<file path="src/rtl/bscan_bist_pkg.sv">
package bscan_bist_pkg;
  localparam int CELLS_W = 8;
  localparam int WORD_W  = 2 * CELLS_W;
  localparam int REG_W   = WORD_W + 2;

  typedef enum logic [1:0] {
    OP_SAMPLE_TOGGLE = 2'b00,
    OP_PATGEN16      = 2'b01,
    OP_SIG16         = 2'b10,
    OP_SIG_PAT8      = 2'b11
  } bist_op_e;

  function automatic logic [WORD_W-1:0] lfsr16_step(input logic [WORD_W-1:0] s);
    return {s[14:0], s[15] ^ s[13] ^ s[12] ^ s[10]};
  endfunction

  function automatic logic [CELLS_W-1:0] lfsr8_step(input logic [CELLS_W-1:0] s);
    return {s[6:0], s[7] ^ s[5] ^ s[4] ^ s[3]};
  endfunction
endpackage

</file>
<file path="src/rtl/bscan_shift_stages.sv">
module bscan_shift_stages
  import bscan_bist_pkg::*;
(
  input  logic              tck_i,
  input  logic              rst_ni,
  input  logic              act_i,
  input  bist_op_e          op_i,
  input  logic [CELLS_W-1:0] pins_i,
  input  logic              load_i,
  input  logic [REG_W-1:0]  load_data_i,
  output logic [REG_W-1:0]  sr_o,
  output logic              upd_o
);
  logic [CELLS_W-1:0] in_q, out_q, in_d, out_d;
  logic [1:0]         ctl_q;
  logic [WORD_W-1:0]  w16;

  always_comb begin
    w16   = lfsr16_step({out_q, in_q});
    in_d  = in_q;
    out_d = out_q;
    unique case (op_i)
      OP_SAMPLE_TOGGLE: begin in_d = pins_i; out_d = ~out_q; end
      OP_PATGEN16:      {out_d, in_d} = w16;
      OP_SIG16:         {out_d, in_d} = w16 ^ {{CELLS_W{1'b0}}, pins_i};
      OP_SIG_PAT8: begin
        in_d  = lfsr8_step(in_q) ^ pins_i;
        out_d = lfsr8_step(out_q);
      end
      default: ;
    endcase
  end

  always_ff @(posedge tck_i or negedge rst_ni) begin
    if (!rst_ni) begin
      in_q  <= '0;
      out_q <= '0;
      ctl_q <= '0;
      upd_o <= 1'b0;
    end else begin
      upd_o <= load_i | act_i;
      if (load_i) begin
        {ctl_q, out_q, in_q} <= load_data_i;
      end else if (act_i) begin
        in_q  <= in_d;
        out_q <= out_d;
      end
    end
  end

  assign sr_o = {ctl_q, out_q, in_q};

  a_r6_hold: assert property (@(posedge tck_i) disable iff (!rst_ni)
    (!act_i && !load_i) |=> $stable(sr_o));
  a_r7_ctrl_fixed: assert property (@(posedge tck_i) disable iff (!rst_ni)
    !load_i |=> $stable(sr_o[REG_W-1:WORD_W]));
  a_r5_zero_seed: assert property (@(posedge tck_i) disable iff (!rst_ni)
    (act_i && !load_i && op_i == OP_PATGEN16 && sr_o[WORD_W-1:0] == '0)
      |=> sr_o[WORD_W-1:0] == '0);
  a_r1_toggle: assert property (@(posedge tck_i) disable iff (!rst_ni)
    (act_i && !load_i && op_i == OP_SAMPLE_TOGGLE)
      |=> sr_o[WORD_W-1:CELLS_W] == ~$past(sr_o[WORD_W-1:CELLS_W]));
endmodule

</file>
<file path="src/rtl/bscan_shadow_latches.sv">
module bscan_shadow_latches
  import bscan_bist_pkg::*;
(
  input  logic             tck_i,
  input  logic             rst_ni,
  input  logic             upd_i,
  input  logic [REG_W-1:0] sr_i,
  output logic [REG_W-1:0] shd_o
);
  always_ff @(negedge tck_i or negedge rst_ni) begin
    if (!rst_ni)    shd_o <= '0;
    else if (upd_i) shd_o <= sr_i;
  end

  a_r8_shadow_hold: assert property (@(negedge tck_i) disable iff (!rst_ni)
    !upd_i |=> $stable(shd_o));
  a_r8_shadow_copy: assert property (@(negedge tck_i) disable iff (!rst_ni)
    upd_i |=> shd_o == $past(sr_i));
endmodule

</file>
<file path="src/rtl/bscan_bist_engine.sv">
module bscan_bist_engine
  import bscan_bist_pkg::*;
(
  input  logic        tck_i,
  input  logic        rst_ni,
  input  logic        run_test_i,
  input  logic        rti_i,
  input  logic [1:0]  opcode_i,
  input  logic [7:0]  pins_i,
  input  logic        load_i,
  input  logic [17:0] load_data_i,
  output logic [7:0]  core_o,
  output logic [7:0]  pin_o,
  output logic        oe_o,
  output logic        aux_ctrl_o
);
  logic [REG_W-1:0] sr, shd;
  logic             upd, act;

  assign act = run_test_i & rti_i;

  bscan_shift_stages u_shift (
    .tck_i, .rst_ni, .act_i(act), .op_i(bist_op_e'(opcode_i)), .pins_i,
    .load_i, .load_data_i, .sr_o(sr), .upd_o(upd)
  );

  bscan_shadow_latches u_shadow (
    .tck_i, .rst_ni, .upd_i(upd), .sr_i(sr), .shd_o(shd)
  );

  assign core_o     = shd[CELLS_W-1:0];
  assign pin_o      = shd[WORD_W-1:CELLS_W];
  assign oe_o       = shd[WORD_W];
  assign aux_ctrl_o = shd[WORD_W+1];

  a_r10_reset_outputs: assert property (@(posedge tck_i)
    !rst_ni |-> (core_o == '0 && pin_o == '0 && !oe_o && !aux_ctrl_o));
endmodule

</file>
<file path="config.mk">
export PLATFORM = sky130hd
export DESIGN_NAME = bscan_bist_engine
export DESIGN_NICKNAME = d
export VERILOG_FILES = /design/src/rtl/bscan_bist_pkg.sv /design/src/rtl/bscan_shift_stages.sv /design/src/rtl/bscan_shadow_latches.sv /design/src/rtl/bscan_bist_engine.sv
export SDC_FILE = /design/constraint.sdc
export NUM_CORES = 1
export LEC_CHECK = 0
export BUFFER_PORTS_ARGS = -buffer_cell sky130_fd_sc_hd__buf_2
export CELL_PAD_IN_SITES_DETAIL_PLACEMENT = 1
export CELL_PAD_IN_SITES_GLOBAL_PLACEMENT = 2
export CORE_UTILIZATION = 29
export DETAILED_ROUTE_END_ITERATION = 7
export HOLD_SLACK_MARGIN = 0.02
export PLACE_DENSITY = 0.77
export SYNTH_ARGS = -nofsm -noshare
export SYNTH_HDL_FRONTEND = slang
export SYNTH_SLANG_ARGS = --single-unit
</file>
<file path="constraint.sdc">
create_clock -name tck_i -period 1.5 [get_ports tck_i]
set_input_delay 0.3 -clock tck_i [delete_from_list [all_inputs] [get_ports tck_i]]
set_output_delay 0.3 -clock tck_i [all_outputs]
set_load 0.01 [all_outputs]
</file>
==> impl_metrics.py <==
metrics = {
    "synthesis": {
        "synth.area.top_cells": "dfrtp_1 23%, dfrtn_1 22%, mux2_2 11%, o21bai_1 5.2%, o21ai_0 3.9%",
        "synth-compound-area-share_pct": 21.4,
        "muxShareOfSynthArea_pct": 11.5,
        "synth_fa_ha_area_share_pct": 2.46,
        "synth_area_per_cell_um2": 10.4,
        "yosysMostFrequentCell": "mux2_2",
        "synth-simple-area-share_pct": 10.9,
        "async_flop_share_pct": 100,
        "synth-main-ff-cell": "dfrtp_1",
        "synthXorXnorAreaFrac_pct": 4.36,
        "yosysTopAreaCell": "dfrtp_1",
        "yosysUniqueCellTypes": 34,
        "netlist_area_um2": 2040,
        "synth_top_area_share_pct": 23.3,
        "synth-edff-count": 0,
        "yosysWarnings": 0,
        "synth_nets": 233,
        "synth_commonest_cells": "20 x mux2_2, 19 x dfrtp_1, 18 x dfrtn_1, 17 x nand2_1, 16 x o21ai_0",
        "synth_seq_area_share_pct": 45.4,
        "synth_top_family_by_area": "compound AO/OA/AOI/OAI gates",
        "netlist_instances": 196,
        "ys_seq_elements": 37,
    },
    "route": {
        "wl_um": 5900,
        "drtIter0Drc": 52,
        "ant_nets": 0,
        "detail_route.wl_per_cell_um": 15.6,
        "vias": 1809,
        "first_pass_iters": 4,
        "vias_per_cell": 4.77,
        "post-route-drc-count": 0,
    },
    "sta": {
        "final_hold_viol_count": 0,
        "worst_slack_ns": -0.398,
        "rsz0062_at_grt": "true",
        "fin_setup_tns_ns": -12.59,
        "max-slew-margin-rel_pct": 78.2,
        "setup_viol": 37,
        "final-max-slew-violation-count": 0,
        "skew_ns": 0.0137,
        "fin_hold_ws_ns": 0.228,
        "worstMarginPinSlew_ns": 0.328,
    },
    "flow_run": {
        "cap_violations": 0,
    },
    "final_layout": {
        "multi_input_area_um2": 1090,
        "area_delta_synth_final_pct": 41.7,
        "regArea_um2": 926,
        "fin_nets": 320,
        "fillCellCount": 772,
        "diodes": 0,
        "postLayoutCellArea_um2": 2890,
        "drive_above_1_share_pct": 43.8,
    },
    "worst_setup_path": {
        "critPathMaxStageDelay_ns": 0.42,
        "crit_type": "flip-flop to output port",
        "cp_max_fo": 2,
        "crit_path_end_kind": "output port",
        "crit_required_ns": 1.20,
        "worstPathCellList": "buf_2",
        "arrival_ns": 1.60,
        "cp.buffers_inverters": 1,
        "worstSetupStartpointType": "flip-flop",
        "cpMaxStageDelayCell": "dfrtn_1",
        "crit_family": "flip-flops",
    },
    "clock_network": {
        "clkTransAtPathRegs_ns": 0.07,
        "clkLatencyLatePin_ns": 0.29,
        "htree_levels": 2,
        "tritoncts": "done",
        "cts_sinks": 37,
        "cts_root_buf": "clkbuf_8",
        "cts_made_buffers": 5,
        "cts_max_path_buffers": 2,
    },
    "grt": {
        "first_global_vias": 1863,
        "grt_max_degree": 38,
        "antenna_found_initial": 0,
        "grt.overflow.total": 0,
        "track_usage_pct": 16.6,
        "grt_pass1_wl_um": 9370,
    },
    "place": {
        "placed_area_um2": 2620,
        "post-place-ws_ns": -0.339,
        "port_buffers": 50,
        "dp_hpwl_um": 3990,
        "place.gp.congestion": 0.703,
    },
    "power_and_ir_drop": {
        "ir_drop_mv": 0.523,
        "power-per-cell-area_nw_per_um2": 972,
        "leakage_nw": 1.38,
    },
    "die": {
        "die-area_um2": 7370,
        "rows": 30,
        "start_util_pct": 30.0,
        "core_um2": 6790,
        "dieWidth_um": 85.8,
        "io-pin-count": 51,
        "die_h_um": 85.8,
    },
    "run_status": {
        "status": "finished, violations left",
        "violations": "setup timing",
    },
    "worst_hold_path": {
        "hp-class": "primary input to flip-flop",
    },
}
-- worst paths after layout --
check	start	slack (ns)	depth (start not counted)	end
max	u_shadow.shd_o[15]	-0.40	1	pin_o[7]
min	load_data_i[9]	0.23	3	u_shift.out_q[1]
max reg2reg	u_shift.upd_o	-0.37	3	u_shadow.shd_o[6]
min reg2reg	u_shadow.shd_o[4]	0.45	1	u_shadow.shd_o[4]
max in group asynchronous	rst_ni	0.13	3	u_shadow.shd_o[13]
min in group asynchronous	rst_ni	0.51	3	u_shift.in_q[2]
-- stage by stage --
| stage | utilization, % | total power [mW] | cells |
|---|---|---|---|
| after floorplan | - | 1.65 | 196 |
| after global placement | 38.5 | 1.97 | 359 |
| after detailed placement | 38.5 | 2.00 | 359 |
| final | 42.5 | 2.81 | 379 |
| after global routing | 42.5 | 2.98 | 379 |
| after CTS | 41.1 | 2.76 | 373 |
-- state kept, by name (all words and copies together) (netlist names) --
signal and count:
u_shift.upd_o 1, u_shadow.shd_o 18, u_shift.out_q 8, u_shift.ctl_q 2
u_shift.in_q 8
-- where the power goes --
part           total, mW  switching [mW]  internal [mW]
Clock              0.704           0.339          0.365
Sequential          1.21          0.0731           1.14
Combinational      0.893           0.396          0.497
-- cells by family after synthesis --
logic type / Yosys count
compound gates: 65
xor+xnor: 6
fa+ha+maj: 4
buf+inv: 19
flops: 37
mux: 21
simple gates: 44
-- cells in the final DEF, fill, tap and decap left out, drive strengths merged, types with 2 or more instances in the layout --
cell type  instances
xnor2              3
o31ai              4
nor3b              2
clkbuf             8
nor2               6
o211ai             8
buf               92
ha                 4
nand2b             7
a21oi              2
nand2             17
nor2b              7
o21bai            14
o21ai             25
a221oi             9
inv                5
dfrtn             18
mux2              20
dfrtp             19
xnor3              2
-- per-layer routing --
metal | global-route usage [%] | vias up | wire length (um)
met5 | 0 | - | 0
met4 | 3.18 | 0 | 51
met3 | 3.37 | 7 | 182
met2 | 30.0 | 38 | 3030
met1 | 20.7 | 887 | 2640
li1 | - | 877 | -
-- timing repair --
action                                  CTS  global route
gates resized for setup                   4            14
hold buffers                              1             0
gates cloned                              1             1
endpoints found under the setup margin   37            40
setup buffers                             5             6
endpoints found under the hold margin    19             0
-- layout make-up --
cell class / count / share of cell area, %
timing repair buffer: 94 / 22.3
inverter: 5 / 0.650
sequential: 37 / 32.0
tap: 96 / 4.16
clock buffer: 7 / 2.99
multi-input combinational: 140 / 37.8
Power figures use the tool's default switching activity.
